===== config.mk =====
export PLATFORM = sky130hd
export DESIGN_NAME = gpio_irq_port
export DESIGN_NICKNAME = d
export VERILOG_FILES = /design/src/rtl/gpio_irq_pkg.sv /design/src/rtl/gpio_irq_regs.sv /design/src/rtl/gpio_irq_pin.sv /design/src/rtl/gpio_irq_port.sv
export SDC_FILE = /design/constraint.sdc
export NUM_CORES = 1
export LEC_CHECK = 0
export CORE_UTILIZATION = 40
export CTS_CLUSTER_DIAMETER = 100
export CTS_CLUSTER_SIZE = 30
export DETAILED_ROUTE_END_ITERATION = 12
export PLACE_DENSITY = 0.74
export SLEW_MARGIN = 0
export SYNTH_ARGS = -nofsm -noshare
export SYNTH_HDL_FRONTEND = slang
export SYNTH_HIERARCHICAL = 1
export SYNTH_SLANG_ARGS = --single-unit

===== constraint.sdc =====
create_clock -name clk_i -period 2.4 [get_ports clk_i]
set_input_delay 0.72 -clock clk_i [delete_from_list [all_inputs] [get_ports clk_i]]
set_output_delay 0.72 -clock clk_i [all_outputs]
set_load 0.03 [all_outputs]

===== src/rtl/gpio_irq_pkg.sv =====
`timescale 1ns/1ps
package gpio_irq_pkg;
  localparam int unsigned ADDR_W = 12;
  localparam int unsigned DATA_W = 32;
  localparam logic [ADDR_W-1:0] OFS_STA = 12'h040;
  localparam logic [ADDR_W-1:0] OFS_ENB = 12'h050;
  localparam logic [ADDR_W-1:0] OFS_TRG = 12'h060;
  localparam logic [ADDR_W-1:0] OFS_CLR = 12'h070;
  localparam logic [ADDR_W-1:0] OFS_MSK = 12'h800;

  typedef struct packed {
    logic both;
    logic edge_md;
    logic pol;
  } trig_t;
endpackage


===== src/rtl/gpio_irq_regs.sv =====
`timescale 1ns/1ps
module gpio_irq_regs
  import gpio_irq_pkg::*;
#(
  parameter int unsigned NPIN = 8
) (
  input  logic                clk_i,
  input  logic                rst_ni,
  input  logic                wr_en_i,
  input  logic [ADDR_W-1:0]   wr_addr_i,
  input  logic [DATA_W-1:0]   wr_data_i,
  output logic [NPIN-1:0]     en_o,
  output logic [3*NPIN-1:0]   trig_o,
  output logic [NPIN-1:0]     clr_o
);
  localparam int unsigned TW = 3 * NPIN;

  logic wr_enb, wr_enb_m, wr_trg, wr_trg_m;
  logic [NPIN-1:0] msk, val;

  assign wr_enb   = wr_en_i && (wr_addr_i == OFS_ENB);
  assign wr_enb_m = wr_en_i && (wr_addr_i == (OFS_ENB | OFS_MSK));
  assign wr_trg   = wr_en_i && (wr_addr_i == OFS_TRG);
  assign wr_trg_m = wr_en_i && (wr_addr_i == (OFS_TRG | OFS_MSK));
  assign msk      = wr_data_i[2*NPIN-1:NPIN];
  assign val      = wr_data_i[NPIN-1:0];
  assign clr_o    = (wr_en_i && (wr_addr_i == OFS_CLR)) ? val : '0;

  logic [TW-1:0] trig_q;

  for (genvar i = 0; i < NPIN; i++) begin : g_bit
    always_ff @(posedge clk_i or negedge rst_ni) begin
      if (!rst_ni) begin
        en_o[i] <= 1'b0;
      end else if (wr_enb) begin
        en_o[i] <= val[i];
      end else if (wr_enb_m && msk[i]) begin
        en_o[i] <= val[i];
      end
    end

    // masked alias reaches the polarity lane only
    always_ff @(posedge clk_i or negedge rst_ni) begin
      if (!rst_ni) begin
        trig_q[i] <= 1'b0;
      end else if (wr_trg) begin
        trig_q[i] <= val[i];
      end else if (wr_trg_m && msk[i]) begin
        trig_q[i] <= val[i];
      end
    end
  end

  always_ff @(posedge clk_i or negedge rst_ni) begin
    if (!rst_ni) begin
      trig_q[TW-1:NPIN] <= '0;
    end else if (wr_trg) begin
      trig_q[TW-1:NPIN] <= wr_data_i[TW-1:NPIN];
    end
  end

  assign trig_o = trig_q;
endmodule


===== src/rtl/gpio_irq_pin.sv =====
`timescale 1ns/1ps
module gpio_irq_pin
  import gpio_irq_pkg::*;
(
  input  logic  clk_i,
  input  logic  rst_ni,
  input  logic  pin_i,
  input  trig_t mode_i,
  input  logic  clr_i,
  output logic  sta_o
);
  logic pin_q, rise, fall, hit, sta_d;

  assign rise = pin_i & ~pin_q;
  assign fall = ~pin_i & pin_q;
  assign hit  = mode_i.both ? (rise | fall) : (mode_i.pol ? rise : fall);

  always_comb begin
    if (mode_i.edge_md) sta_d = hit | (sta_o & ~clr_i);  // edge wins over clear
    else                sta_d = ~(pin_i ^ mode_i.pol);
  end

  always_ff @(posedge clk_i or negedge rst_ni) begin
    if (!rst_ni) begin
      pin_q <= 1'b0;
      sta_o <= 1'b0;
    end else begin
      pin_q <= pin_i;
      sta_o <= sta_d;
    end
  end
endmodule


===== src/rtl/gpio_irq_port.sv =====
`timescale 1ns/1ps
module gpio_irq_port
  import gpio_irq_pkg::*;
#(
  parameter int unsigned NPIN = 8
) (
  input  logic              clk_i,
  input  logic              rst_ni,
  input  logic [NPIN-1:0]   pin_i,
  input  logic              wr_en_i,
  input  logic [ADDR_W-1:0] wr_addr_i,
  input  logic [DATA_W-1:0] wr_data_i,
  input  logic [ADDR_W-1:0] rd_addr_i,
  output logic [DATA_W-1:0] rd_data_o,
  output logic              irq_o
);
  localparam int unsigned TW = 3 * NPIN;

  logic [NPIN-1:0] en_q, sta_q, clr_pulse;
  logic [TW-1:0]   trig_q;

  gpio_irq_regs #(.NPIN(NPIN)) u_regs (
    .clk_i     (clk_i),
    .rst_ni    (rst_ni),
    .wr_en_i   (wr_en_i),
    .wr_addr_i (wr_addr_i),
    .wr_data_i (wr_data_i),
    .en_o      (en_q),
    .trig_o    (trig_q),
    .clr_o     (clr_pulse)
  );

  for (genvar i = 0; i < NPIN; i++) begin : g_pin
    trig_t mode;
    assign mode.pol     = trig_q[i];
    assign mode.edge_md = trig_q[NPIN+i];
    assign mode.both    = trig_q[2*NPIN+i];

    gpio_irq_pin u_pin (
      .clk_i  (clk_i),
      .rst_ni (rst_ni),
      .pin_i  (pin_i[i]),
      .mode_i (mode),
      .clr_i  (clr_pulse[i]),
      .sta_o  (sta_q[i])
    );
  end

  always_ff @(posedge clk_i or negedge rst_ni) begin
    if (!rst_ni) irq_o <= 1'b0;
    else         irq_o <= |(sta_q & en_q);
  end

  always_comb begin
    rd_data_o = '0;
    unique case (rd_addr_i)
      OFS_STA: rd_data_o[NPIN-1:0] = sta_q;
      OFS_ENB: rd_data_o[NPIN-1:0] = en_q;
      OFS_TRG: rd_data_o[TW-1:0]   = trig_q;
      default: rd_data_o = '0;
    endcase
  end
endmodule


==> flow_metrics.py <==
metrics = {
    "worst_setup_path": {
        "critical_path_required_ns": 1.68,
        "r2r_cells": 3,
        "path_depth": 5,
        "worst_setup_path_end_kind": "primary output",
        "max_stage_delay_ns": 0.36,
        "crit_buf_inv": 2,
        "startpoint": "rd_addr_i[0]",
        "critical_path.cell_chain": "buf_6, nor4_4, and3_4, and3_4, buf_6",
        "reg2reg_setup_slack_ns": 1.27,
        "timing.rr.start": "g_pin[1].u_pin/pin_q$_DFF_PN0_",
        "slowest_stage": "nor4_4",
        "setup.worst_path.end": "rd_data_o[22]",
        "cp_max_fo": 8,
        "arrival_ns": 1.84,
        "path_delay_family": "simple AND/OR/NAND/NOR gates",
        "start_kind": "primary input",
        "worstSetupPathType": "primary input to primary output",
        "r2r_end": "g_pin[1].u_pin/sta_o$_DFF_PN0_",
    },
    "global_routing": {
        "grt_pass1_vias": 2698,
        "track_usage_pct": 20.85,
        "grt_antenna_before_repair": 0,
        "grt_overflow": 0,
        "grt_max_degree": 29,
        "grt_pass1_wl_um": 13360,
    },
    "logic_synthesis": {
        "ys.flop_type": "dfrtp_1",
        "synth_xor_area_share_pct": 2.242,
        "synthMuxAreaShare_pct": 17.85,
        "ys_seq_area_share_pct": 39.23,
        "ys_ff_latch": 49,
        "synth_edf_count": 0,
        "yosys_warnings": 6,
        "synth-adder-area-share_pct": 6.405,
        "syn_avg_cell_area_um2": 10.52,
        "syn_inst": 297,
        "synth_compound_area_share_pct": 6.725,
        "syn_area_mm2": 0.003125,
        "synth_top_family_by_area": "simple AND/OR/NAND/NOR gates",
        "synth_cell_types": 33,
        "synthArstFlopShare_pct": 100.0,
        "synth-simple-area-share_pct": 19.22,
    },
    "die": {
        "die_h_um": 90.40,
        "start_util_pct": 42.19,
        "core-area_mm2": 0.007408,
        "dieWidth_um": 90.40,
        "ioPinCount": 100,
        "fp-row-count": 31,
        "dieArea_mm2": 0.008171,
    },
    "clocking": {
        "cts_tree": "yes",
        "cts_buffers": 5,
        "clk_path_buf_depth": 2,
        "cts_hold_buf": 0,
        "htreeDepth": 2,
        "clock-sinks": 49,
        "ctsRootBufferMaster": "clkbuf_8",
        "clk_latency_ns": 0.30,
        "clk_transition_reported_paths_ns": 0.09,
    },
    "cells_and_area": {
        "syn_to_final_growth_pct": 44.92,
        "final_nets": 484,
        "layout_commonest_cell": "dfrtp_1",
        "final_util_pct": 61.14,
        "nFillCells": 607,
        "diodes": 0,
        "final_cell_mix": "49 x dfrtp_1, 38 x clkdlybuf4s50_1, 32 x inv_1, 30 x buf_6, 24 x nor2_1",
        "drive_gt1_share_pct": 33.58,
    },
    "sta": {
        "rsz0062_at_grt": "yes",
        "maxSlewViolCount": 0,
        "relSlewSlack_pct": 62.27,
        "setup-violations-final": 24,
        "skew_ns": 0.005961,
        "fin_crit_ns": 2.563,
        "finalHoldViolCount": 0,
        "fin_ws_ns": -0.1631,
        "worst_slew_pin_slew_ns": 0.5660,
        "period_share_pct": 106.8,
        "fmax_ghz": 0.3902,
    },
    "drt": {
        "top_layer": "met4",
        "m1WireLength_um": 3741,
        "vias": 2534,
        "ant_nets": 0,
        "post_drt_wl_per_cell_um": 16.17,
        "drc": 0,
        "drt-total-wl_um": 8103,
        "first_pass_iters": 4,
        "dr_wl_met3_um": 449,
        "vias_per_cell": 5.058,
        "drt-initial-drc-count": 95,
        "wl_met2_um": 3801,
    },
    "run": {
        "cap_violations": 0,
    },
    "power": {
        "p_leak_nw": 2.089,
        "total_power_mw": 1.840,
        "vdd_ir_drop_max_v": 0.0002257,
        "powerDensity_mw_per_mm2": 406.2,
    },
    "worst_hold_path": {
        "hp-class": "primary input to async pin",
    },
    "status": {
        "violations": "setup timing",
        "status": "finished with violations",
    },
    "place": {
        "portBuffers": 83,
        "gp_congestion": 0.8075,
        "place.detailed.hpwl_um": 5563,
        "pre_cts_ws_ns": -0.5253,
    },
}
[power breakdown]
part	internal, mW	switching, mW	leakage [nW]
Combinational	0.154	0.134	1.37
Sequential	0.842	0.0135	0.647
Clock	0.414	0.282	0.0681
[synth_stat cells, types with 10 or more instances]
master	instances	area, µm²
inv_1	32	120.1
ha_1	16	200.2
dfrtp_1	49	1226
nand2_1	10	37.54
mux2i_1	16	160.2
nor2_1	26	97.59
and3_1	10	62.56
mux2_2	22	247.7
nor2b_1	11	68.82
mux2_4	10	150.1
[sequential cells by signal, indices dropped and copies added (netlist names)]
| name | cells |
|---|---|
| irq_o | 1 |
| g_pin.u_pin/sta_o | 8 |
| g_pin.u_pin/pin_q | 8 |
| u_regs/trig_o | 24 |
| u_regs/en_o | 8 |
[cell families after synthesis]
group,count (synthesis)
flops,49
fa+ha+maj,16
mux,48
simple gates,99
xor+xnor,8
other cells,1
compound gates,28
buf+inv,48
[what timing repair did]
item	in CTS	in global routing
setup buffers	2	1
endpoints found under the setup margin	41	33
gates resized for setup	102	11
pin swaps	18	11
cloned	3	0
hold endpoints to repair	0	0
[per-layer routing]
metal / vias to the layer above / global-route usage (%)
met5: - / 0
met4: 0 / 6.720
met3: 7 / 2.862
met2: 95 / 34.41
met1: 1203 / 28.20
li1: 1229 / -
[cell type report]
cell class	instances	area (µm²)	area share (%)
flip-flops and latches	49	1226	27.07
clock inverters	3	65.06	1.436
inverters	32	120.1	2.652
multi-input cells	209	1868	41.24
repair buffers	104	1057	23.34
well taps	99	123.9	2.735
clock buffers	5	68.82	1.519
[per-stage QoR]
step	instance area [µm²]	TNS [ns]	cells	hold WS (ns)
after floorplan	3167	-2.026	304	0.4244
after global placement	4085	-21.82	487	0.5174
after detailed placement	4085	-24.31	487	0.5223
after CTS	4486	-4.085	500	0.4061
after global routing	4529	-4.347	501	0.4289
final	4529	-3.458	501	0.4017
[worst min-delay path by stage]
stage / to / cells past startpoint
after floorplan: g_pin[0].u_pin/pin_q$_DFF_PN0_ / 0
after global placement: g_pin[1].u_pin/sta_o$_DFF_PN0_ / 1
after detailed placement: g_pin[0].u_pin/sta_o$_DFF_PN0_ / 1
after CTS: u_regs/trig_o[14]$_DFFE_PN0P_ / 1
after global routing: u_regs/trig_o[14]$_DFFE_PN0P_ / 1
final: u_regs/trig_o[21]$_DFFE_PN0P_ / 1
(Power assumes the default switching activity.)
